**config.mk**
```make
export PLATFORM = sky130hd
export DESIGN_NAME = kwdt_top
export DESIGN_NICKNAME = d
export VERILOG_FILES = /design/src/rtl/kwdt_pkg.sv /design/src/rtl/kwdt_regs.sv /design/src/rtl/kwdt_prescaler.sv /design/src/rtl/kwdt_counter.sv /design/src/rtl/kwdt_top.sv
export SDC_FILE = /design/constraint.sdc
export NUM_CORES = 1
export LEC_CHECK = 0
export ABC_CLOCK_PERIOD_IN_PS = 2500
export BUFFER_PORTS_ARGS = -buffer_cell sky130_fd_sc_hd__buf_2
export CAP_MARGIN = 5
export CORE_AREA = 3 3 105 207
export DETAILED_ROUTE_END_ITERATION = 8
export DIE_AREA = 0 0 108 210
export SYNTH_ARGS = -nofsm -noshare
export SYNTH_HDL_FRONTEND = slang
export SYNTH_SLANG_ARGS = --single-unit
export TNS_END_PERCENT = 1
```
**constraint.sdc**
```tcl
create_clock -name clk_i -period 2.5 [get_ports clk_i]
set_input_delay 0.125 -clock clk_i [delete_from_list [all_inputs] [get_ports clk_i]]
set_output_delay 0.125 -clock clk_i [all_outputs]
set_load 0.005 [all_outputs]
```
**src/rtl/kwdt_pkg.sv**
```systemverilog
package kwdt_pkg;
  localparam int unsigned DATA_W = 16;
  localparam int unsigned BUS_W  = 32;
  localparam logic [DATA_W-1:0] WR_KEY = 16'h1234;

  localparam logic [7:0] OFS_CFG   = 8'h04;
  localparam logic [7:0] OFS_LOAD  = 8'h08;
  localparam logic [7:0] OFS_RFSH  = 8'h18;
  localparam logic [7:0] OFS_START = 8'h1C;

  localparam int unsigned N_GRP   = 3;
  localparam int unsigned GRP_IRQ = 0;
  localparam int unsigned GRP_CNT = 1;
  localparam int unsigned GRP_CFG = 2;

  localparam logic [DATA_W-1:0] RFSH_RST = 16'h0015;

  typedef enum logic [1:0] {
    SEL_CFG, SEL_LOAD, SEL_RFSH, SEL_START
  } reg_sel_e;
endpackage

```
**src/rtl/kwdt_regs.sv**
```systemverilog
module kwdt_regs
  import kwdt_pkg::*;
#(
  parameter int unsigned ADDR_W = 5,
  parameter int unsigned CNT_W  = 16,
  parameter int unsigned DIV_W  = 8
) (
  input  logic              clk_i,
  input  logic              rst_ni,
  input  logic              req_i,
  input  logic              we_i,
  input  logic [ADDR_W-1:0] addr_i,
  input  logic [BUS_W-1:0]  wdata_i,
  output logic [BUS_W-1:0]  rdata_o,
  output logic              ready_o,
  input  logic [CNT_W-1:0]  cnt_i,
  output logic [DIV_W-1:0]  div_m1_o,
  output logic              en_o,
  output logic              reload_o,
  output logic [CNT_W-1:0]  reload_val_o
);
  localparam int unsigned IRQ_W = DATA_W - DIV_W;

  logic [DATA_W-1:0] wval;
  logic              key_ok, wr_ok;
  logic              hit_cfg, hit_load, hit_rfsh, hit_start;

  logic [DATA_W-1:0] cfg_sh;
  logic [CNT_W-1:0]  load_sh, load_act;
  logic [DIV_W-1:0]  div_act;
  logic [IRQ_W-1:0]  irq_act;
  logic [DATA_W-1:0] rfsh_q;
  logic              en_q;
  logic [N_GRP-1:0]  tog;

  assign wval     = wdata_i[DATA_W-1:0];
  assign key_ok   = (wdata_i[BUS_W-1:DATA_W] == WR_KEY);
  assign wr_ok    = req_i && we_i && key_ok;
  assign hit_cfg   = (addr_i == OFS_CFG[ADDR_W-1:0]);
  assign hit_load  = (addr_i == OFS_LOAD[ADDR_W-1:0]);
  assign hit_rfsh  = (addr_i == OFS_RFSH[ADDR_W-1:0]);
  assign hit_start = (addr_i == OFS_START[ADDR_W-1:0]);

  // group fires only on a 1<->2 swap
  for (genvar g = 0; g < N_GRP; g++) begin : g_tog
    logic [1:0] old_v, new_v;
    assign old_v  = rfsh_q[2*g +: 2];
    assign new_v  = wval[2*g +: 2];
    assign tog[g] = wr_ok && hit_rfsh &&
                    ((old_v == 2'd1 && new_v == 2'd2) ||
                     (old_v == 2'd2 && new_v == 2'd1));
  end

  always_ff @(posedge clk_i or negedge rst_ni) begin
    if (!rst_ni) begin
      cfg_sh  <= {DIV_W'(16 - 1), IRQ_W'(0)};
      load_sh <= '1;
      rfsh_q  <= RFSH_RST;
      en_q    <= 1'b0;
    end else if (wr_ok) begin
      if (hit_cfg)   cfg_sh  <= wval;
      if (hit_load)  load_sh <= CNT_W'(wval);
      if (hit_rfsh)  rfsh_q  <= wval;
      if (hit_start) en_q    <= wval[0];
    end
  end

  always_ff @(posedge clk_i or negedge rst_ni) begin
    if (!rst_ni) begin
      div_act  <= DIV_W'(16 - 1);
      load_act <= '1;
      irq_act  <= '0;
    end else begin
      if (tog[GRP_CFG]) begin
        div_act  <= cfg_sh[DATA_W-1:IRQ_W];
        load_act <= load_sh;
      end
      if (tog[GRP_IRQ]) irq_act <= cfg_sh[IRQ_W-1:0];
    end
  end

  assign div_m1_o     = div_act;
  assign en_o         = en_q;
  assign reload_o     = tog[GRP_CNT];
  assign reload_val_o = tog[GRP_CFG] ? load_sh : load_act;

  reg_sel_e          sel;
  logic [DATA_W-1:0] rmux;

  always_comb begin
    sel = SEL_START;
    if (hit_cfg)       sel = SEL_CFG;
    else if (hit_load) sel = SEL_LOAD;
    else if (hit_rfsh) sel = SEL_RFSH;
    rmux = '0;
    unique case (sel)
      SEL_CFG:   rmux = {div_act, irq_act};
      SEL_LOAD:  rmux = DATA_W'(cnt_i);
      SEL_RFSH:  rmux = rfsh_q;
      SEL_START: rmux = hit_start ? DATA_W'(en_q) : '0;
      default:   rmux = '0;
    endcase
  end

  always_ff @(posedge clk_i or negedge rst_ni) begin
    if (!rst_ni) begin
      rdata_o <= '0;
      ready_o <= 1'b0;
    end else begin
      ready_o <= req_i;
      if (req_i && !we_i) rdata_o <= {{(BUS_W-DATA_W){1'b0}}, rmux};
    end
  end

  // keyless writes leave settings untouched
  p_badkey_hold_r2: assert property (@(posedge clk_i) disable iff (!rst_ni)
    (req_i && we_i && !key_ok) |=>
      ($stable(div_act) && $stable(irq_act) && $stable(en_q) && $stable(rfsh_q)));

  // one-cycle ready
  p_ready_r3: assert property (@(posedge clk_i) disable iff (!rst_ni)
    req_i |=> ready_o);

  p_ready_idle_r3: assert property (@(posedge clk_i) disable iff (!rst_ni)
    !req_i |=> !ready_o);

  // configuration active only moves on a cfg-group swap
  p_cfg_commit_r6: assert property (@(posedge clk_i) disable iff (!rst_ni)
    !(wr_ok && hit_rfsh) |=> $stable(div_act));
endmodule

```
**src/rtl/kwdt_prescaler.sv**
```systemverilog
module kwdt_prescaler #(
  parameter int unsigned DIV_W = 8
) (
  input  logic             clk_i,
  input  logic             rst_ni,
  input  logic             run_i,
  input  logic             clear_i,
  input  logic [DIV_W-1:0] div_m1_i,
  output logic             step_o
);
  logic [DIV_W-1:0] phase_q;
  logic             wrap;

  // >= tolerates a divisor shrunk mid-phase
  assign wrap   = (phase_q >= div_m1_i);
  assign step_o = run_i && wrap && !clear_i;

  always_ff @(posedge clk_i or negedge rst_ni) begin
    if (!rst_ni)       phase_q <= '0;
    else if (clear_i)  phase_q <= '0;
    else if (run_i)    phase_q <= wrap ? '0 : phase_q + 1'b1;
  end

  // reload leaves phase at zero
  p_phase_clear_r7: assert property (@(posedge clk_i) disable iff (!rst_ni)
    clear_i |=> (phase_q == '0));

  // no ticks, no phase motion
  p_phase_hold_r9: assert property (@(posedge clk_i) disable iff (!rst_ni)
    (!run_i && !clear_i) |=> $stable(phase_q));
endmodule

```
**src/rtl/kwdt_counter.sv**
```systemverilog
module kwdt_counter #(
  parameter int unsigned CNT_W = 16
) (
  input  logic             clk_i,
  input  logic             rst_ni,
  input  logic             en_i,
  input  logic             reload_i,
  input  logic [CNT_W-1:0] reload_val_i,
  input  logic             step_i,
  output logic [CNT_W-1:0] cnt_o,
  output logic             expired_o
);
  logic [CNT_W-1:0] cnt_q;
  logic             exp_q;
  logic             at_zero;

  assign at_zero = (cnt_q == '0);

  always_ff @(posedge clk_i or negedge rst_ni) begin
    if (!rst_ni)                cnt_q <= '1;
    else if (reload_i)          cnt_q <= reload_val_i;
    else if (step_i && !at_zero) cnt_q <= cnt_q - 1'b1;
  end

  always_ff @(posedge clk_i or negedge rst_ni) begin
    if (!rst_ni)                exp_q <= 1'b0;
    else if (en_i && at_zero)   exp_q <= 1'b1;
  end

  assign cnt_o     = cnt_q;
  assign expired_o = exp_q;

  // sticky until reset
  p_sticky_r10: assert property (@(posedge clk_i) disable iff (!rst_ni)
    exp_q |=> exp_q);

  p_expire_r10: assert property (@(posedge clk_i) disable iff (!rst_ni)
    (en_i && at_zero) |=> exp_q);

  // at most one count per cycle, never wraps
  p_dec_one_r8: assert property (@(posedge clk_i) disable iff (!rst_ni)
    !reload_i |=> ((cnt_q == $past(cnt_q)) || (cnt_q == $past(cnt_q) - 1'b1)));

  // halted counter keeps its count
  p_halt_r9: assert property (@(posedge clk_i) disable iff (!rst_ni)
    (!en_i && !reload_i) |=> $stable(cnt_q));
endmodule

```
**src/rtl/kwdt_top.sv**
```systemverilog
module kwdt_top
  import kwdt_pkg::*;
#(
  parameter int unsigned ADDR_W = 5,
  parameter int unsigned CNT_W  = 16,
  parameter int unsigned DIV_W  = 8
) (
  input  logic              clk_i,
  input  logic              rst_ni,
  input  logic              tick_i,
  input  logic              bus_req_i,
  input  logic              bus_we_i,
  input  logic [ADDR_W-1:0] bus_addr_i,
  input  logic [BUS_W-1:0]  bus_wdata_i,
  output logic [BUS_W-1:0]  bus_rdata_o,
  output logic              bus_ready_o,
  output logic              timeout_o,
  output logic              rst_req_o
);
  logic [DIV_W-1:0] div_m1;
  logic             en;
  logic             reload;
  logic [CNT_W-1:0] reload_val;
  logic [CNT_W-1:0] cnt;
  logic             step;
  logic             expired;

  kwdt_regs #(.ADDR_W(ADDR_W), .CNT_W(CNT_W), .DIV_W(DIV_W)) u_regs (
    .clk_i        (clk_i),
    .rst_ni       (rst_ni),
    .req_i        (bus_req_i),
    .we_i         (bus_we_i),
    .addr_i       (bus_addr_i),
    .wdata_i      (bus_wdata_i),
    .rdata_o      (bus_rdata_o),
    .ready_o      (bus_ready_o),
    .cnt_i        (cnt),
    .div_m1_o     (div_m1),
    .en_o         (en),
    .reload_o     (reload),
    .reload_val_o (reload_val)
  );

  kwdt_prescaler #(.DIV_W(DIV_W)) u_pre (
    .clk_i    (clk_i),
    .rst_ni   (rst_ni),
    .run_i    (en && tick_i),
    .clear_i  (reload),
    .div_m1_i (div_m1),
    .step_o   (step)
  );

  kwdt_counter #(.CNT_W(CNT_W)) u_cnt (
    .clk_i        (clk_i),
    .rst_ni       (rst_ni),
    .en_i         (en),
    .reload_i     (reload),
    .reload_val_i (reload_val),
    .step_i       (step),
    .cnt_o        (cnt),
    .expired_o    (expired)
  );

  assign timeout_o = expired;
  assign rst_req_o = expired;
endmodule

```
# == Yosys cells after proc, flatten, opt, wreduce, memory -nomap -nowiden ==
# Cells that the tools add are included.
# classes
n_reduce_logical,32
muxes,11
magnitude_cmp,1
addsub,2
eq_ne,20
# ops
cell,count
16-bit case mux with 4 select lines,1
16-bit two-way mux,3
8-bit two-way mux,3
1-bit logical AND,18
16-bit by 13-bit equality test with 1-bit output (second input constant),1
2-bit equality test (second input constant),8
16-bit zero test,1
16-bit by 1-bit subtractor with 16-bit output (second input constant),1
2-bit by 1-bit equality test with 1-bit output (second input constant),7
5-bit equality test (second input constant),2
8-bit by 1-bit adder with 8-bit output (second input constant),1
8-bit greater-or-equal comparator,1
2-bit AND reduction,4
5-bit by 3-bit equality test with 1-bit output (second input constant),1
5-bit by 4-bit equality test with 1-bit output (second input constant),1
2-bit two-way mux,2
2-bit nonzero test,2
1-bit zero test,3
1-bit logical OR,3
2-bit zero test,1
1-bit two-way mux,2
# word_totals
output_inout_bits,35
elab_cells,78
register_bits,123

# == Depth between registers and ports, before layout ==
# depth
depth_word,9
mapped_depth,9

# == Hierarchy ==
# Synthesis repeated with hierarchy kept, for this count alone.
# unflattened
cells_unflattened,515
hier_area_um2,6317.3
# modules_own_cells
module,instances,area_each_um2,cells_each
kwdt_regs,1,4430.5,303
kwdt_counter,1,1192.4,138
kwdt_prescaler,1,680.7,72
kwdt_top,1,13.8,2

# == Worst setup path before layout ==
# Ideal clock, no wire load.
# synth_path
path_type,flip-flop to flip-flop
start,reg u_regs.div_act[1] (netlist: u_regs.div_m1_o[1])
end,reg u_pre.phase_q[4]
slack_ps,301
required_ps,2423
arrival_ps,2122
path_buffers,1
stages_incl_launch_ff,10
cell_sequence,dfstp_2 > inv_1 > ha_1 > or4_1 > a21oi_1 > o31ai_1 > clkbuf_1 > nor2_1 > nand3b_1 > a21oi_1
# synth_between
elab_chain_cells,4
# synth_rtl
item,line,source
start: declaration,kwdt_regs.sv:30,logic [DIV_W-1:0] div_act;
start signal: assignment,kwdt_regs.sv:70,div_act <= DIV_W'(16 - 1);
start signal: assignment,kwdt_regs.sv:75,div_act <= cfg_sh[DATA_W-1:IRQ_W];
8-bit greater-or-equal comparator,kwdt_prescaler.sv:15,assign wrap = (phase_q >= div_m1_i);
8-bit two-way mux (2 in series),kwdt_prescaler.sv:21,else if (run_i) phase_q <= wrap ? '0 : phase_q + 1'b1;
8-bit two-way mux,kwdt_prescaler.sv:20,else if (clear_i) phase_q <= '0;
end signal: assignment,kwdt_prescaler.sv:21,
end: declaration,kwdt_prescaler.sv:11,logic [DIV_W-1:0] phase_q;
# No other way between the ends. The select of a mux whose other input is x is not followed.
# A chain may end at the register's enable or synchronous reset.

# == Worst setup path after layout ==
# layout_path
start,reg u_regs.div_act[2] (netlist: u_regs.div_m1_o[2])
end,reg u_cnt.cnt_q[10] (netlist: u_cnt.cnt_o[10])
# layout_between
elab_chain_cells,5
# layout_rtl
item,line,source
8-bit greater-or-equal comparator,kwdt_prescaler.sv:15,
1-bit logical AND (2 in series),kwdt_prescaler.sv:16,assign step_o = run_i && wrap && !clear_i;
1-bit logical AND,kwdt_counter.sv:22,else if (step_i && !at_zero) cnt_q <= cnt_q - 1'b1;
2-bit nonzero test (no source line),n/a,
end signal: assignment,kwdt_counter.sv:21,else if (reload_i) cnt_q <= reload_val_i;
end signal: assignment,kwdt_counter.sv:22,
end: declaration,kwdt_counter.sv:13,logic [CNT_W-1:0] cnt_q;
# No other way between the ends.

==> flow_metrics.env <==
export IMPL_ir_drop_mv=0.3440
export IMPL_coreArea_um2=20460
export IMPL_fin_crit_ns=2.311
export IMPL_multi_input_area_um2=2691
export IMPL_track_usage=0.1473
export IMPL_final_cell_mix="mux2_2, dfrtp_1, buf_2, dfstp_2, mux2i_1"
export IMPL_antenna_found_initial=0
export IMPL_globalplace_congestion=0.7959
export IMPL_nets=633
export IMPL_synth_area_um2=6040
export IMPL_layout_area_seq_um2=3152
export IMPL_cts_tree="built"
export IMPL_cts_buffers=17
export IMPL_grt_max_degree=47
export IMPL_antenna_cells=0
export IMPL_cts_sinks=123
export IMPL_io_buffers=60
export IMPL_drc=0
export IMPL_p_leak_nw=3.525
export IMPL_fill_cells=1943
export IMPL_initial_core_util=0.2952
export IMPL_yosys_warnings=0
export IMPL_rsz0062_at_grt="false"
export IMPL_syn_avg_cell_area_um2=12.43
export IMPL_async_flop_share=1.000
export IMPL_io_pins=77
export IMPL_hold_viol=0
export IMPL_placedCellCount=810
export IMPL_power_density_nw_per_um2=662.0
export IMPL_fin_hold_ws_ns=0.01736
export IMPL_max_freq_mhz=432.7
export IMPL_stdcell_count=858
export IMPL_arrival_ns=2.66
export IMPL_cp_data_required_time_ns=2.85
export IMPL_drive_gt1_frac=0.4392
export IMPL_placed_area_um2=6711
export IMPL_die_w_um=108
export IMPL_grt_ovfl_total=0
export IMPL_dp_slack_ns=0.1746
export IMPL_criticalPathCategory="flop to flop"
export IMPL_die_h_um=210
export IMPL_first_pass_iters=5
export IMPL_crit_path_start_kind="flop"
export IMPL_outcome="finished clean"
export IMPL_grt_pass1_vias=4626
export IMPL_path_buf_inv=3
export IMPL_dp_hpwl_mm=10.99
export IMPL_num_rows=74
export IMPL_design_area_um2=7533
export IMPL_relSlewSlack=0.5869
export IMPL_finClkSkew_ns=0.007235
export IMPL_drtAntennaViolNets=0
export IMPL_wl_per_cell_um=18.27
export IMPL_wirelength_mm=15.68
export IMPL_endpoint_kind="flop"
export IMPL_finalCritPeriodShare=0.9245
export IMPL_max_cap_violations=0
export IMPL_critical_path_max_stage_delay_ns=0.53
export IMPL_root_buffer="clkbuf_16"
export IMPL_synth_edf_count=0
export IMPL_layout_setup_ws_ns=0.1887
export IMPL_slew_violations=0
export IMPL_crit_fanout=17
export IMPL_crit_top_cell="buf_4"
export IMPL_regToRegSetupSlack_ns=0.19
export IMPL_cts_clk_slew_worst_paths_ns=0.06
export IMPL_setup_viol=0
export IMPL_dieArea_um2=22680
export IMPL_synthFlopType="dfrtp_1"
export IMPL_grt_pass1_wl_mm=24.97
export IMPL_slowest_stage="dfstp_2"
export IMPL_worst_pin_slew_ns=0.6197
export IMPL_cp_top_family="simple AND/OR/NAND/NOR gates"
export IMPL_ys_seq_area_frac=0.5219
export IMPL_ctsHtreeMaxLevel=4
export IMPL_cts_buffer_depth=2
export IMPL_clk_latency_ns=0.43
export IMPL_power_mw=4.987
export IMPL_synth_distinct_cells=53
export IMPL_ys_ff_latch=123
export IMPL_syn_inst=486
export IMPL_hold_path_class="input port to flop"
export IMPL_fin_util=0.3682
export IMPL_drtIter0Drc=202
export IMPL_via_count=4248
export IMPL_viasPerCell=4.951
export IMPL_cp_cell_sequence="inv_1 > ha_1 > or4_1 > a21oi_2 > o31ai_2 > buf_4 > buf_4 > nand4_1 > xor2_1 > mux2i_1"
export IMPL_syn_to_final_growth_pct=24.74
export IMPL_cts_setup_buffers=0
export IMPL_setup_tns_ns=0
export IMPL_mostFrequentLayoutCell="mux2_2"
==> flip-flops by register name, indices dropped and copies added, names as in the netlist <==
name,count
u_regs.load_sh,16
u_regs.rfsh_q,16
u_cnt.expired_o,1
u_regs.load_act,16
u_regs.cfg_sh,16
u_pre.phase_q,8
u_regs.rdata_o,16
u_regs.ready_o,1
u_regs.en_o,1
u_cnt.cnt_o,16
u_regs.irq_act,8
u_regs.div_m1_o,8
==> cells by family (layout without fill, tap and decap cells) <==
family,after synthesis,in the layout,synth area share
adder cells (fa/ha/maj),11,11,0.02279
AND/OR/NAND/NOR,118,118,0.1164
flip-flops,123,123,0.5219
buffers and inverters,49,140,0.04806
multiplexers,108,108,0.2010
AO/OA/AOI/OAI,61,61,0.06754
XOR/XNOR,15,15,0.02175
other,1,16,0.0006209
==> routing by layer <==
metal | up-vias | wire length [um] | global-route usage
met5 | - | 0 | 0
met4 | 0 | 541 | 0.08021
met3 | 29 | 526 | 0.03279
met2 | 113 | 9238 | 0.2773
met1 | 2178 | 5372 | 0.1450
li1 | 1928 | - | -
==> cell type report <==
cell class	count	share of cell area
Clock buffer	20	0.06062
Sequential cell	123	0.4184
Multi-Input combinational cell	329	0.3572
Tap cell	266	0.04418
Clock inverter	11	0.02541
Timing Repair Buffer	98	0.08869
Inverter	11	0.005481
==> report_power, final <==
part / switching [mW] / internal, mW / total [mW]
Combinational: 0.127 / 0.0930 / 0.220
Sequential: 0.0166 / 2.03 / 2.04
Clock: 0.910 / 1.81 / 2.72
==> cell usage after synthesis, drive strengths merged (4+ instances only) <==
cell type	instances	area, um^2
a222oi	15	150.1
and3	4	25.02
mux2	76	893.4
buf	28	211.5
inv	11	41.29
nand4	6	37.54
ha	11	137.6
and2	4	27.53
nor2	33	133.9
o21ai	11	55.05
mux2i	32	320.3
nand3	13	77.58
nor4	5	37.53
clkbuf	10	37.54
xor2	14	122.6
a21oi	25	125.1
nand2	22	97.59
dfstp	59	1550
dfrtp	64	1602
nor3	6	41.29
nor4bb	7	70.07
==> final timing paths <==
path,startpoint,endpoint,cells past startpoint
min,bus_wdata_i[0],u_regs.en_o,2
min in group asynchronous,rst_ni,u_regs.div_m1_o[7],2
max in group asynchronous,rst_ni,u_regs.load_sh[5],3
max reg2reg,u_regs.div_m1_o[2],u_cnt.cnt_o[10],10
max,u_regs.div_m1_o[2],u_cnt.cnt_o[10],10
min reg2reg,u_regs.cfg_sh[12],u_regs.div_m1_o[4],2
==> repair_timing <==
| action | CTS | global route |
|---|---|---|
| hold buffers | 17 | 0 |
| hold endpoints to repair | 68 | 0 |
| setup endpoints to repair | 0 | 1 |
| resized for setup | 0 | 1 |
Note: power is estimated with default switching activity, not from simulation.
